## src/rtl/ppd_pkg.sv

```systemverilog
// Shared constants and slot type for the ping-pong descriptor engine.
// Assumes a 16-bit slot image: ready, packet-start, done, error, then size.
package ppd_pkg;
    localparam int SLOT_W = 16;
    localparam int SIZE_W = 12;
    localparam int ADDR_W = 32;

    // Field order from MSB down gives the readback layout directly.
    typedef struct packed {
        logic              rdy;
        logic              pkt;
        logic              done;
        logic              err;
        logic [SIZE_W-1:0] size;
    } slot_t;
endpackage

```

## src/rtl/ppd_chan.sv

```systemverilog
// One channel: two descriptor slots and three toggling pointers
// (arm, retire, release). Assumes hit strobes are already decoded
// for this channel; a slot is free only when neither ready nor done.
module ppd_chan
    import ppd_pkg::*;
(
    input  logic                 clk,
    input  logic                 rst_n,
    input  logic                 start_hit,
    input  logic                 start_pkt,
    input  logic [SIZE_W-1:0]    start_size,
    input  logic [ADDR_W-1:0]    start_addr,
    input  logic                 cmpl_hit,
    input  logic                 cmpl_err,
    input  logic                 svc_hit,
    output logic                 slot_free,
    output logic                 fin_evt,
    output logic [2*SLOT_W-1:0]  flags,
    output logic [ADDR_W-1:0]    addr0,
    output logic [ADDR_W-1:0]    addr1
);
    slot_t             slot_q [2];
    logic [ADDR_W-1:0] addr_q [2];
    logic              wr_p, act_p, svc_p;
    logic              take, rel;

    // Decide which command takes effect this cycle.
    always_comb begin
        slot_free = ~slot_q[wr_p].rdy & ~slot_q[wr_p].done;
        take      = start_hit & slot_free;
        fin_evt   = cmpl_hit & slot_q[act_p].rdy;
        rel       = svc_hit & slot_q[svc_p].done;
    end

    // Update slot flags; arm, retire and release act on disjoint slot states.
    always_ff @(posedge clk) begin
        if (!rst_n) begin
            for (int i = 0; i < 2; i++) begin
                slot_q[i] <= '0;
                addr_q[i] <= '0;
            end
        end else begin
            for (int i = 0; i < 2; i++) begin
                if (take && (wr_p == i[0])) begin
                    slot_q[i].rdy  <= 1'b1;
                    slot_q[i].pkt  <= start_pkt;
                    slot_q[i].done <= 1'b0;
                    slot_q[i].err  <= 1'b0;
                    slot_q[i].size <= start_size;
                    addr_q[i]      <= start_addr;
                end
                if (fin_evt && (act_p == i[0])) begin
                    slot_q[i].rdy  <= 1'b0;
                    slot_q[i].done <= 1'b1;
                    slot_q[i].err  <= cmpl_err;
                end
                if (rel && (svc_p == i[0])) begin
                    slot_q[i].rdy  <= 1'b0;
                    slot_q[i].done <= 1'b0;
                    slot_q[i].err  <= 1'b0;
                end
            end
        end
    end

    // Advance each pointer when its command takes effect.
    always_ff @(posedge clk) begin
        if (!rst_n) begin
            wr_p  <= 1'b0;
            act_p <= 1'b0;
            svc_p <= 1'b0;
        end else begin
            wr_p  <= wr_p ^ take;
            act_p <= act_p ^ fin_evt;
            svc_p <= svc_p ^ rel;
        end
    end

    // Present the packed readback image.
    always_comb begin
        flags = {slot_q[1], slot_q[0]};
        addr0 = addr_q[0];
        addr1 = addr_q[1];
    end
endmodule

```

## src/rtl/ppd_irq.sv

```systemverilog
// Status and mask registers with the combined interrupt.
// Assumes fin_vec marks channels whose completion was accepted this cycle.
module ppd_irq #(
    parameter int NCH = 32
) (
    input  logic           clk,
    input  logic           rst_n,
    input  logic [NCH-1:0] fin_vec,
    input  logic [NCH-1:0] sts_clr,
    input  logic           mask_we,
    input  logic [NCH-1:0] mask_wdata,
    output logic [NCH-1:0] sts,
    output logic [NCH-1:0] mask,
    output logic           irq
);
    // Status: write-one clears, a completion in the same cycle sets.
    always_ff @(posedge clk) begin
        if (!rst_n) sts <= '0;
        else        sts <= (sts & ~sts_clr) | fin_vec;
    end

    // Mask: whole-word load.
    always_ff @(posedge clk) begin
        if (!rst_n)       mask <= '0;
        else if (mask_we) mask <= mask_wdata;
    end

    // Interrupt: any unmasked pending channel.
    always_comb irq = |(sts & mask);
endmodule

```

## src/rtl/ppd_engine.sv

```systemverilog
// Top of the ping-pong descriptor engine: decodes commands to channels,
// collects completions into status, and muxes one channel for readback.
// Assumes at most one start, one completion and one service per cycle.
module ppd_engine
    import ppd_pkg::*;
#(
    parameter int NCH = 32,
    localparam int CW = (NCH > 1) ? $clog2(NCH) : 1
) (
    input  logic              clk,
    input  logic              rst_n,
    input  logic              start_vld,
    input  logic [CW-1:0]     start_ch,
    input  logic              start_pkt,
    input  logic [SIZE_W-1:0] start_size,
    input  logic [ADDR_W-1:0] start_addr,
    output logic              start_rej,
    input  logic              cmpl_vld,
    input  logic [CW-1:0]     cmpl_ch,
    input  logic              cmpl_err,
    input  logic              svc_vld,
    input  logic [CW-1:0]     svc_ch,
    input  logic [NCH-1:0]    sts_clr,
    input  logic              mask_we,
    input  logic [NCH-1:0]    mask_wdata,
    input  logic [CW-1:0]     rd_ch,
    output logic [31:0]       rd_flags,
    output logic [ADDR_W-1:0] rd_addr0,
    output logic [ADDR_W-1:0] rd_addr1,
    output logic [NCH-1:0]    sts,
    output logic [NCH-1:0]    mask,
    output logic              irq
);
    logic [NCH-1:0]          free_vec, fin_vec;
    logic [2*SLOT_W-1:0]     flags_a [NCH];
    logic [ADDR_W-1:0]       a0_a [NCH];
    logic [ADDR_W-1:0]       a1_a [NCH];

    for (genvar g = 0; g < NCH; g++) begin : g_ch
        ppd_chan u_chan (
            .clk        (clk),
            .rst_n      (rst_n),
            .start_hit  (start_vld && (start_ch == CW'(g))),
            .start_pkt  (start_pkt),
            .start_size (start_size),
            .start_addr (start_addr),
            .cmpl_hit   (cmpl_vld && (cmpl_ch == CW'(g))),
            .cmpl_err   (cmpl_err),
            .svc_hit    (svc_vld && (svc_ch == CW'(g))),
            .slot_free  (free_vec[g]),
            .fin_evt    (fin_vec[g]),
            .flags      (flags_a[g]),
            .addr0      (a0_a[g]),
            .addr1      (a1_a[g])
        );
    end

    ppd_irq #(.NCH(NCH)) u_irq (
        .clk        (clk),
        .rst_n      (rst_n),
        .fin_vec    (fin_vec),
        .sts_clr    (sts_clr),
        .mask_we    (mask_we),
        .mask_wdata (mask_wdata),
        .sts        (sts),
        .mask       (mask),
        .irq        (irq)
    );

    // Flag a start aimed at an occupied slot.
    always_comb start_rej = start_vld & ~free_vec[start_ch];

    // Readback mux for the selected channel.
    always_comb begin
        rd_flags = flags_a[rd_ch];
        rd_addr0 = a0_a[rd_ch];
        rd_addr1 = a1_a[rd_ch];
    end
endmodule

```

## config.mk

```make
export PLATFORM = sky130hd
export DESIGN_NAME = ppd_engine
export DESIGN_NICKNAME = d
export VERILOG_FILES = /design/src/rtl/ppd_pkg.sv /design/src/rtl/ppd_chan.sv /design/src/rtl/ppd_irq.sv /design/src/rtl/ppd_engine.sv
export SDC_FILE = /design/constraint.sdc
export NUM_CORES = 2
export LEC_CHECK = 0
export BUFFER_PORTS_ARGS = -buffer_cell sky130_fd_sc_hd__buf_2
export CAP_MARGIN = 10
export CELL_PAD_IN_SITES_DETAIL_PLACEMENT = 0
export CELL_PAD_IN_SITES_GLOBAL_PLACEMENT = 1
export CORE_UTILIZATION = 37
export DETAILED_ROUTE_END_ITERATION = 8
export GPL_TIMING_DRIVEN = 0
export PLACE_DENSITY_LB_ADDON = 0.1
export SLEW_MARGIN = 20
export SYNTH_ARGS = -nofsm -noshare
export SYNTH_HDL_FRONTEND = slang
export SYNTH_SLANG_ARGS = --single-unit
```

## constraint.sdc

```tcl
create_clock -name clk -period 4 [get_ports clk]
set_input_delay 0.8 -clock clk [delete_from_list [all_inputs] [get_ports clk]]
set_output_delay 0.8 -clock clk [all_outputs]
set_load 0.1 [all_outputs]
```

==> flow_summary.ini <==
[clocking]
clockBufferDepth = 4
clockRootBuffer = clkbuf_16
ctsHoldBuffers = 0
cts_tree = done
h-tree-depth = 5
path_clk_slew_ns = 0.05
cts_made_buffers = 381
clk_latency_ns = 1.00
clock_sinks = 3328

[logic_synthesis]
seq_area_frac_synth = 0.672
syn-instance-count = 8456
yosys-top-cells-area = edfxtp_1, mux4_2, and2_1
synth_area_leader_cell = edfxtp_1
synth_seq_cells = 3328
syn_area_um2 = 145000
yosysUniqueCellTypes = 45
syn_avg_cell_area_um2 = 17.1
synth.top_cell.area_share = 0.632
synth-async-reset-ratio = 0
netlist_top_cells_count = edfxtp_1, and2_1, mux4_2
ys.flop_type = edfxtp_1
synth-edff-count = 3040
yosysMostFrequentCell = edfxtp_1
yosys_warnings = 0
syn-num-nets = 8784

[job]
max_cap_viol_count = 0

[timing]
whs_ns = 0.0904
hold_violations = 0
period_needed_ns = 4.31
clock.fmax_mhz = 232
finalMaxSlewViolations = 0
setup_ws_ns = -0.314
setup_viol = 397
rsz0062_at_grt = true
slew_headroom = 0.139
clock_skew_ns = 0.0520
fin_crit_sh = 1.08
tightest_slew_ns = 1.29

[critical_path]
crit_type = in2out
rrSetupSlack_ns = -0.16
r2r_cells = 7
rr_startpoint = g_ch[12].u_chan.slot_q[0][13]
crit_fanout = 7
reg2reg_to = g_ch[12].u_chan.slot_q[0][8]
worstSetupEndpointType = output port
required_ns = 3.20
critPathArrivalTime_ns = 3.51
critPathLaunchType = primary input

[routing]
wl_um = 688000
antenna_left = 0
avgViaCountPerCell = 6.13
route.detailed.drc = 48
route.vias.total = 91800
drt_iter0_drc = 14500
wl_per_cell_um = 45.9
first_pass_iters = 8

[global_route]
grtUsageTotal = 0.346
antenna_found_initial = 129
grt_pass1_vias = 89200
grt_start_max_net_pins = 34
grt-ovfl-total = 0
grt_pass1_wl_um = 883000

[final_layout]
drive_gt1_frac = 0.268
final_cells = 15000
nNetsFinal = 9737
syn_to_final_growth_pct = 21.1

[run_status]
violations = design-rule violations, negative setup slack
outcome = finished, violations left

[min_path]
hold_path_depth = 3
worstHoldStart = mask_wdata[1]
min_to = u_irq.mask[1]
hold_path_class = in2reg

[power_and_ir_drop]
total_leakage_power_nw = 64.9
vdd_drop_max_mv = 0.349
power.density_nw_per_um2 = 478

[floorplan]
die_h_um = 627
die_w_um = 627
num_rows = 229
dieArea_um2 = 393000
start_util = 0.372
design.core.area_um2 = 389000
ios = 298

[placed_design]
dpl.hpwl_um = 489000
gp_congestion = 0.966
portBuffers = 274
place_inst = 14100
[layer usage]
layer,vias to the layer above,GRT usage,routed length [µm]
met3,1539,0.0770,70100
li1,34600,-,-
met4,46,0.198,47000
met2,6504,0.543,315000
met5,-,0,282
met1,49100,0.443,255000
[power breakdown]
group	internal (W)	switching, W
clock	0.0197	0.0149
sequential	0.0390	0.000379
combinational	0.00331	0.00636
[per-stage QoR]
stage               worst slack [ns]  total power [W]  utilization  cell area (µm²)   TNS, ns
floorplan                     0.0545           0.0443            -           145000         0
global placement               -4.16           0.0481        0.392           152000         -
detailed placement             -2.16           0.0485        0.405           158000  -2936.72
CTS                           -0.342           0.0837        0.450           175000    -22.70
global route                  -0.283           0.0851        0.450           175000    -18.84
finish                        -0.314           0.0837        0.450           175000    -44.83
[critical path: stages]
cell and delay (ns):
clkbuf_16 0.12, buf_12 0.11, buf_16 0.18, buf_16 0.19, buf_12 0.15, buf_16 0.16, mux4_2 0.64, mux4_2 0.59
mux2_4 0.33, buf_12 0.18
[layout by cell type (no fill, tap or decap), types with 157 or more instances in the layout]
cell / synthesis / routed
clkbuf_1: 575 / 433
clkbuf_2: 0 / 166
mux4_2: 960 / 960
clkbuf_16: 0 / 400
and3_1: 416 / 416
buf_16: 0 / 157
ha_1: 192 / 180
dfxtp_1: 288 / 288
buf_12: 0 / 228
buf_2: 33 / 201
edfxtp_1: 3040 / 3040
nor2b_1: 265 / 265
and2_1: 1532 / 1531
[state kept, by name, summed over array words and instances (netlist names), named ones only]
signal	count
g_ch.u_chan.act_p	32
g_ch.u_chan.addr_q	2048
g_ch.u_chan.slot_q	1024
g_ch.u_chan.svc_p	32
g_ch.u_chan.wr_p	32
u_irq.mask	32
u_irq.sts	32
[worst max-delay path by stage]
stage	start	endpoint	slack (ns)	depth (start not counted)
4_1_cts	rd_ch[0]	rd_addr1[23]	-0.34	11
3_3_place_gp	start_ch[0]	g_ch[19].u_chan.slot_q[0][15]	-4.16	8
6_report	rd_ch[0]	rd_flags[12]	-0.31	10
3_5_place_dp	start_ch[1]	g_ch[11].u_chan.addr_q[0][1]	-2.16	8
5_1_grt	rd_ch[0]	rd_addr1[5]	-0.28	11
2_1_floorplan	start_ch[2]	start_rej	0.05	7
[final cells by class]
type,count,area [µm²]
multi-input cells,4303,45200
diodes,57,143
clock buffers,485,10300
well taps,5197,6500
clock inverters,205,1740
fillers,33900,214000
repair buffers,580,9280
inverters,129,484
plain buffers,686,4400
flip-flops and latches,3328,97100
[kinds of logic after synthesis]
logic type	count (synthesis)	share of synthesized area
flip-flops	3328	0.672
AND/OR/NAND/NOR	2761	0.115
multiplexers	1157	0.164
buffers and inverters	825	0.0227
AO/OA/AOI/OAI	193	0.00975
adder cells (fa/ha/maj)	192	0.0166
[what timing repair did]
item,CTS,global route
resized for setup,937,90
buffers inserted,71,22
setup endpoints to repair,1122,493
gates cloned,32,4
pin swaps,1,1
(Power assumes the default switching activity.)
